==> src/rtl/mft_pkg.sv <==
package mft_pkg;
    localparam int CHAIN_W  = 15;
    localparam int SEL_W    = 3;
    localparam int RTC_BASE = CHAIN_W - (1 << SEL_W);
    localparam int BUZZ_OFS = 1;

    typedef struct packed {
        logic [SEL_W-1:0] rate;
        logic [SEL_W-1:0] act;
        logic             prev;
        logic             rtf;
        logic             mff;
    } rtc_state_t;
endpackage

==> src/rtl/mft_chain.sv <==
module mft_chain #(
    parameter int W = 15
) (
    input  logic         clk,
    input  logic         rst_n,
    input  logic         fs_en,
    output logic [W-1:0] cnt
);
    logic [W-1:0] cnt_d, cnt_q;

    always_comb begin
        cnt_d = cnt_q;
        if (fs_en) cnt_d = cnt_q + W'(1);
    end

    always_ff @(posedge clk) begin
        if (!rst_n) cnt_q <= '0;
        else        cnt_q <= cnt_d;
    end

    assign cnt = cnt_q;

    p_count_step_r3: assert property (@(posedge clk) disable iff (!rst_n)
        fs_en |=> cnt_q == $past(cnt_q) + W'(1));
    p_count_hold_r3: assert property (@(posedge clk) disable iff (!rst_n)
        !fs_en |=> $stable(cnt_q));
endmodule

==> src/rtl/mft_tap.sv <==
module mft_tap #(
    parameter int W     = 15,
    parameter int SEL_W = 3,
    parameter int OFS   = 0
) (
    input  logic [W-1:0]     chain,
    input  logic [SEL_W-1:0] sel,
    output logic             tap
);
    localparam int NTAP = 1 << SEL_W;
    logic [NTAP-1:0] cand;

    for (genvar i = 0; i < NTAP; i++) begin : g_cand
        if (i + OFS < W) begin : g_in
            assign cand[i] = chain[i+OFS];
        end else begin : g_out
            assign cand[i] = 1'b0;
        end
    end

    assign tap = cand[sel];
endmodule

==> src/rtl/mft_rtc_ctl.sv <==
module mft_rtc_ctl
    import mft_pkg::*;
#(
    parameter int W     = CHAIN_W,
    parameter int SW    = SEL_W,
    parameter int BASE  = RTC_BASE
) (
    input  logic          clk,
    input  logic          rst_n,
    input  logic [W-1:0]  chain,
    input  logic          rate_we,
    input  logic [SW-1:0] rate_wdata,
    input  logic          clr_rtf,
    input  logic          clr_mff,
    output logic [SW-1:0] rate_rd,
    output logic          rtf,
    output logic          mff
);
    rtc_state_t st_d, st_q;
    logic       tap_now;
    logic       timeout;

    mft_tap #(.W(W), .SEL_W(SW), .OFS(BASE)) u_rtc_tap (
        .chain (chain),
        .sel   (st_q.act),
        .tap   (tap_now)
    );

    assign timeout = tap_now & ~st_q.prev;

    always_comb begin
        st_d      = st_q;
        st_d.prev = tap_now;
        if (timeout) st_d.act  = st_q.rate;
        if (rate_we) st_d.rate = rate_wdata;
        if (timeout)      st_d.rtf = 1'b1;
        else if (clr_rtf) st_d.rtf = 1'b0;
        if (timeout)      st_d.mff = 1'b1;
        else if (clr_mff) st_d.mff = 1'b0;
    end

    always_ff @(posedge clk) begin
        if (!rst_n) st_q <= '0;
        else        st_q <= st_d;
    end

    assign rate_rd = st_q.rate;
    assign rtf     = st_q.rtf;
    assign mff     = st_q.mff;

    p_flags_set_r7: assert property (@(posedge clk) disable iff (!rst_n)
        timeout |=> st_q.rtf && st_q.mff);
    p_rate_hold_r9: assert property (@(posedge clk) disable iff (!rst_n)
        !timeout |=> $stable(st_q.act));
    p_rate_write_r9: assert property (@(posedge clk) disable iff (!rst_n)
        rate_we |=> st_q.rate == $past(rate_wdata));
    p_rtf_clear_r8: assert property (@(posedge clk) disable iff (!rst_n)
        (clr_rtf && !timeout) |=> !st_q.rtf);
endmodule

==> src/rtl/mft_rtc_timer.sv <==
module mft_rtc_timer
    import mft_pkg::*;
(
    input  logic             clk,
    input  logic             rst_n,
    input  logic             src_sel,
    input  logic             instr_tick,
    input  logic             rtc_tick,
    input  logic [SEL_W-1:0] disp_sel,
    input  logic [SEL_W-1:0] buzz_sel,
    input  logic             rate_we,
    input  logic [SEL_W-1:0] rate_wdata,
    input  logic             clr_rtf,
    input  logic             clr_mff,
    input  logic             emfi,
    input  logic             stack_full,
    output logic             disp_out,
    output logic             buzz_out,
    output logic [SEL_W-1:0] rate_rd,
    output logic             rtf,
    output logic             mff,
    output logic             vec_req
);
    logic               fs_en;
    logic [CHAIN_W-1:0] chain;

    assign fs_en = src_sel ? rtc_tick : instr_tick;

    mft_chain #(.W(CHAIN_W)) u_chain (
        .clk   (clk),
        .rst_n (rst_n),
        .fs_en (fs_en),
        .cnt   (chain)
    );

    mft_tap #(.W(CHAIN_W), .SEL_W(SEL_W), .OFS(0)) u_disp_tap (
        .chain (chain),
        .sel   (disp_sel),
        .tap   (disp_out)
    );

    mft_tap #(.W(CHAIN_W), .SEL_W(SEL_W), .OFS(BUZZ_OFS)) u_buzz_tap (
        .chain (chain),
        .sel   (buzz_sel),
        .tap   (buzz_out)
    );

    mft_rtc_ctl #(.W(CHAIN_W), .SW(SEL_W), .BASE(RTC_BASE)) u_ctl (
        .clk        (clk),
        .rst_n      (rst_n),
        .chain      (chain),
        .rate_we    (rate_we),
        .rate_wdata (rate_wdata),
        .clr_rtf    (clr_rtf),
        .clr_mff    (clr_mff),
        .rate_rd    (rate_rd),
        .rtf        (rtf),
        .mff        (mff)
    );

    assign vec_req = mff & emfi & ~stack_full;

    p_vec_gate_r10: assert property (@(posedge clk) disable iff (!rst_n)
        vec_req |-> !stack_full && emfi && mff);
endmodule

==> config.mk <==
export PLATFORM = sky130hd
export DESIGN_NAME = mft_rtc_timer
export DESIGN_NICKNAME = d
export VERILOG_FILES = /design/src/rtl/mft_pkg.sv /design/src/rtl/mft_chain.sv /design/src/rtl/mft_tap.sv /design/src/rtl/mft_rtc_ctl.sv /design/src/rtl/mft_rtc_timer.sv
export SDC_FILE = /design/constraint.sdc
export NUM_CORES = 1
export LEC_CHECK = 0
export ABC_AREA = 1
export ABC_CLOCK_PERIOD_IN_PS = 1300
export BUFFER_PORTS_ARGS = -buffer_cell sky130_fd_sc_hd__buf_2
export CAP_MARGIN = 20
export CORE_MARGIN = 5
export CORE_UTILIZATION = 48
export DETAILED_ROUTE_END_ITERATION = 8
export MAX_ROUTING_LAYER = met4
export PLACE_DENSITY_LB_ADDON = 0.05
export RECOVER_POWER = 100
export SLEW_MARGIN = 10
export SYNTH_ARGS = -nofsm -noshare
export SYNTH_HDL_FRONTEND = slang
export SYNTH_SLANG_ARGS = --single-unit
==> constraint.sdc <==
create_clock -name clk -period 1.3 [get_ports clk]
set_clock_uncertainty 0.1 [all_clocks]
set_input_delay 0.13 -clock clk [delete_from_list [all_inputs] [get_ports clk]]
set_output_delay 0.13 -clock clk [all_outputs]
set_load 0.03 [all_outputs]
==> metrics.md <==
| Metric | Value |
|---|---|
| Status | `complete, but fails checks` |
| Failing checks | `setup timing` |
| Initial core utilization | `49.7%` |
| Hold depth | `3` |
| EDFF count, synth | `0` |
| DRC Markers | `0` |
| CTS H-Tree Depth | `1` |
| Initial antenna violation count | `0` |
| Hold_sp | `rate_wdata[0]` |
| Pin count of the biggest net entering global routing | `16` |
| Nets | `280` |
| Dpl cells | `268` |
| WHS | `0.0106 ns` |
| Critical path buffers and inverters | `2` |
| Area grow syn2layout | `53.2%` |
| Detail Placement HPWL | `2460 microns` |
| Total number of vias | `1484` |
| Asr flop ratio synth | `0%` |
| # Max-Cap Violations | `0` |
| Worst Path Max Fanout | `4` |
| First-pass GRT wire length | `6040 microns` |
| Skew-Pair Late Insertion Delay | `0.34 ns` |
| Die width | `63.2 microns` |
| Total GRT Usage | `18.9%` |
| Post-route antenna net violation count | `0` |
| Flop pwr share | `37.9%` |
| Net Switching | `898 uW` |
| Hold Path Class | `input port to flip-flop` |
| Fill cells | `201` |
| Syn nets | `221` |
| FF+latch count, synth | `24` |
| I/O Pins | `27` |
| DR iter-0 viols | `93` |
| Min cycle time layout | `1.59 ns` |
| Fmax | `629 MHz` |
| Crit-path max cell delay | `0.39 ns` |
| Sw frac | `37.7%` |
| Mean number of vias per cell | `5.12` |
| Final Hold Violating Endpoints | `0` |
| Post-synth top flop | `dfxtp_1` |
| Row cnt | `19` |
| Leak | `0.000936 uW` |
| Yosys cell types | `26` |
| Clock power frac | `24.1%` |
| CTS Buf Count | `3` |
| Port bufs | `26` |
| GR Overflow Total | `0` |
| Placed Area | `1640 sq um` |
| VDD IR-drop max | `0.00123 V` |
| Post-Syn Area per Cell | `6.77 sq um` |
| Synth top cells by count | `nand2_1, inv_1, dfxtp_1` |
| Final Cycle Share | `122%` |
| Die Ht | `63.2 microns` |
| CP Class | `flip-flop to output port` |
| Endpoint class of the critical path | `output port` |
| Most common cell in the netlist | `nand2_1` |
| Post-Layout Cell Count | `290` |
| WHS Endpoint | `u_ctl.rate_rd[0]$_SDFFE_PN0P_` |
| Arrival @ worst endpoint | `1.36 ns` |
| Crit-path leading delay family | `flip-flops` |
| CP Cell Sequence | `inv_4 > a21oi_2 > o21ai_1 > nand2_1 > nor2_2 > a31oi_4 > buf_6` |
| Synth top area share | `35.3%` |
| Final Max Slew Viols | `0` |
| Critical path required time | `1.07 ns` |
| PD cells | `1140 nW/um^2` |
| Clock-pin slew on the worst setup and hold paths | `0.14 ns` |
| Sequential area share after synthesis | `35.3%` |
| Setup tns final | `-1.50 ns` |
| Syn Inst Count | `201` |
| Largest area contributor in the netlist | `dfxtp_1` |
| Clk sink count | `24` |
| Routability cong. | `0.859` |
| RSZ-0062 raised after global routing | `true` |
| Cell Area, Synth | `1360 sq um` |
| Worst r2r src | `u_chain.cnt[1]$_SDFFE_PN0P_` |
| Comb pwr share | `38.0%` |
| YS warnings | `0` |
| Worst setup margin | `-0.289 ns` |
| Vias in the first global route | `1452` |
| Worst r2r dst | `u_chain.cnt[12]$_SDFFE_PN0P_` |
| Clk buf depth | `2` |
| Share of layout cells above drive strength 1 | `50.2%` |
| Cell-internal power | `1480 uW` |
| Reg2Reg Depth | `10` |
| Final setup vio count | `11` |
| Startpoint Class | `flip-flop` |
| PnR Total Power | `2380 uW` |
| Final wirelength | `3900 microns` |
| Full die area | `4000 sq um` |
| Worst-margin pin slew | `0.362 ns` |
| CTS Root Cell | `clkbuf_4` |
| Slew margin rel. | `75.7%` |
| Critical path's slowest cell | `dfxtp_4` |
| Routed len/inst | `13.5 microns` |
| Finished Cell Area | `2080 sq um` |
| CTS tree | `yes` |
| Synth area leaders | `dfxtp_1, nand2_1, inv_1, a21oi_1, o21ai_0` |
| Setup slack, reg-to-reg | `-0.21 ns` |
| DRT Pass-1 Iters | `4` |
| Placeable Area | `2730 sq um` |
| N_diodes | `0` |
## flip-flops by register name, summed over array words and instances, names as in the netlist
| signal | flops |
|---|---|
| u_ctl.rate_rd | 3 |
| u_ctl.rtf | 1 |
| u_ctl.st_q | 4 |
| u_ctl.mff | 1 |
| u_chain.cnt | 15 |
## how the worst max path moves through the flow
| stage | from | end | cells past startpoint |
|---|---|---|---|
| 2_1_floorplan | u_chain.cnt[2]$_SDFFE_PN0P_ | disp_out | 6 |
| 3_3_place_gp | u_chain.cnt[1]$_SDFFE_PN0P_ | u_chain.cnt[14]$_SDFFE_PN0P_ | 8 |
| 3_5_place_dp | u_chain.cnt[2]$_SDFFE_PN0P_ | buzz_out | 7 |
| 4_1_cts | u_chain.cnt[0]$_SDFFE_PN0P_ | disp_out | 6 |
| 5_1_grt | u_chain.cnt[1]$_SDFFE_PN0P_ | disp_out | 7 |
| 6_report | u_chain.cnt[2]$_SDFFE_PN0P_ | buzz_out | 7 |
## area by class of cell
class                   instances  area, sq um  share of cell area, %
flip-flops and latches         24          518                   24.9
multi-input cells             136          898                   43.1
inverters                      37          148                   7.09
clock inverters                 1         30.0                   1.44
well taps                      31         38.8                   1.86
clock buffers                   3         22.5                   1.08
repair buffers                 58          428                   20.5
## power by group through the flow
stage	Sequential, uW	Clock (uW)	Combinational (uW)
2_1_floorplan	938	0	470
3_3_place_gp	896	0	657
3_5_place_dp	900	0	668
4_1_cts	884	574	722
5_1_grt	915	623	1010
6_report	902	575	905
## stage by stage
step	worst slack (ns)	utilization [%]
finish	-0.289	76.2
global route	-0.390	76.2
CTS	-0.284	68.7
detailed placement	-0.0701	60.1
global placement	-0.0424	60.1
floorplan	-0.00964	-
## cell families after synthesis
kind of cell / synth area share (%)
simple gates: 33.2
compound gates: 18.4
buf+inv: 12.1
flops: 35.3
fa+ha+maj: 0.920
## layout by cell type (no fill, tap or decap), drive strengths merged, types with 3 or more instances in the layout
cell | synthesis | final
nor3 | 3 | 3
a21oi | 23 | 23
nand4 | 6 | 6
o21ai | 18 | 18
nor2 | 21 | 21
buf | 3 | 52
a31oi | 3 | 3
clkbuf | 1 | 4
dlygate4sd3 | 0 | 5
dfxtp | 24 | 24
nand2 | 47 | 47
nand3 | 11 | 11
inv | 35 | 35
## worst reg2reg max path: cells and delay by family, from the launching register on
| family | cells | cell delay, ns |
|---|---|---|
| simple gates | 6 | 0.59 |
| flops | 1 | 0.39 |
| buf+inv | 2 | 0.15 |
| fa+ha+maj | 1 | 0.13 |
| compound gates | 1 | 0.11 |
## metal layers
metal / global-route usage [%] / part of all wire (%)
met5: - / 0
met4: 7.01 / 1.7
met3: 3.02 / 5.4
met2: 33.6 / 51
met1: 21.3 / 42
## timing repair
action | in CTS | in global routing
endpoints found under the hold margin | 4 | 0
setup endpoints to repair | 13 | 19
gates resized for setup | 39 | 48
hold buffers | 5 | 0
setup buffers | 7 | 7
pin swaps | 10 | 26
Note: power is estimated with default switching activity, not from simulation.
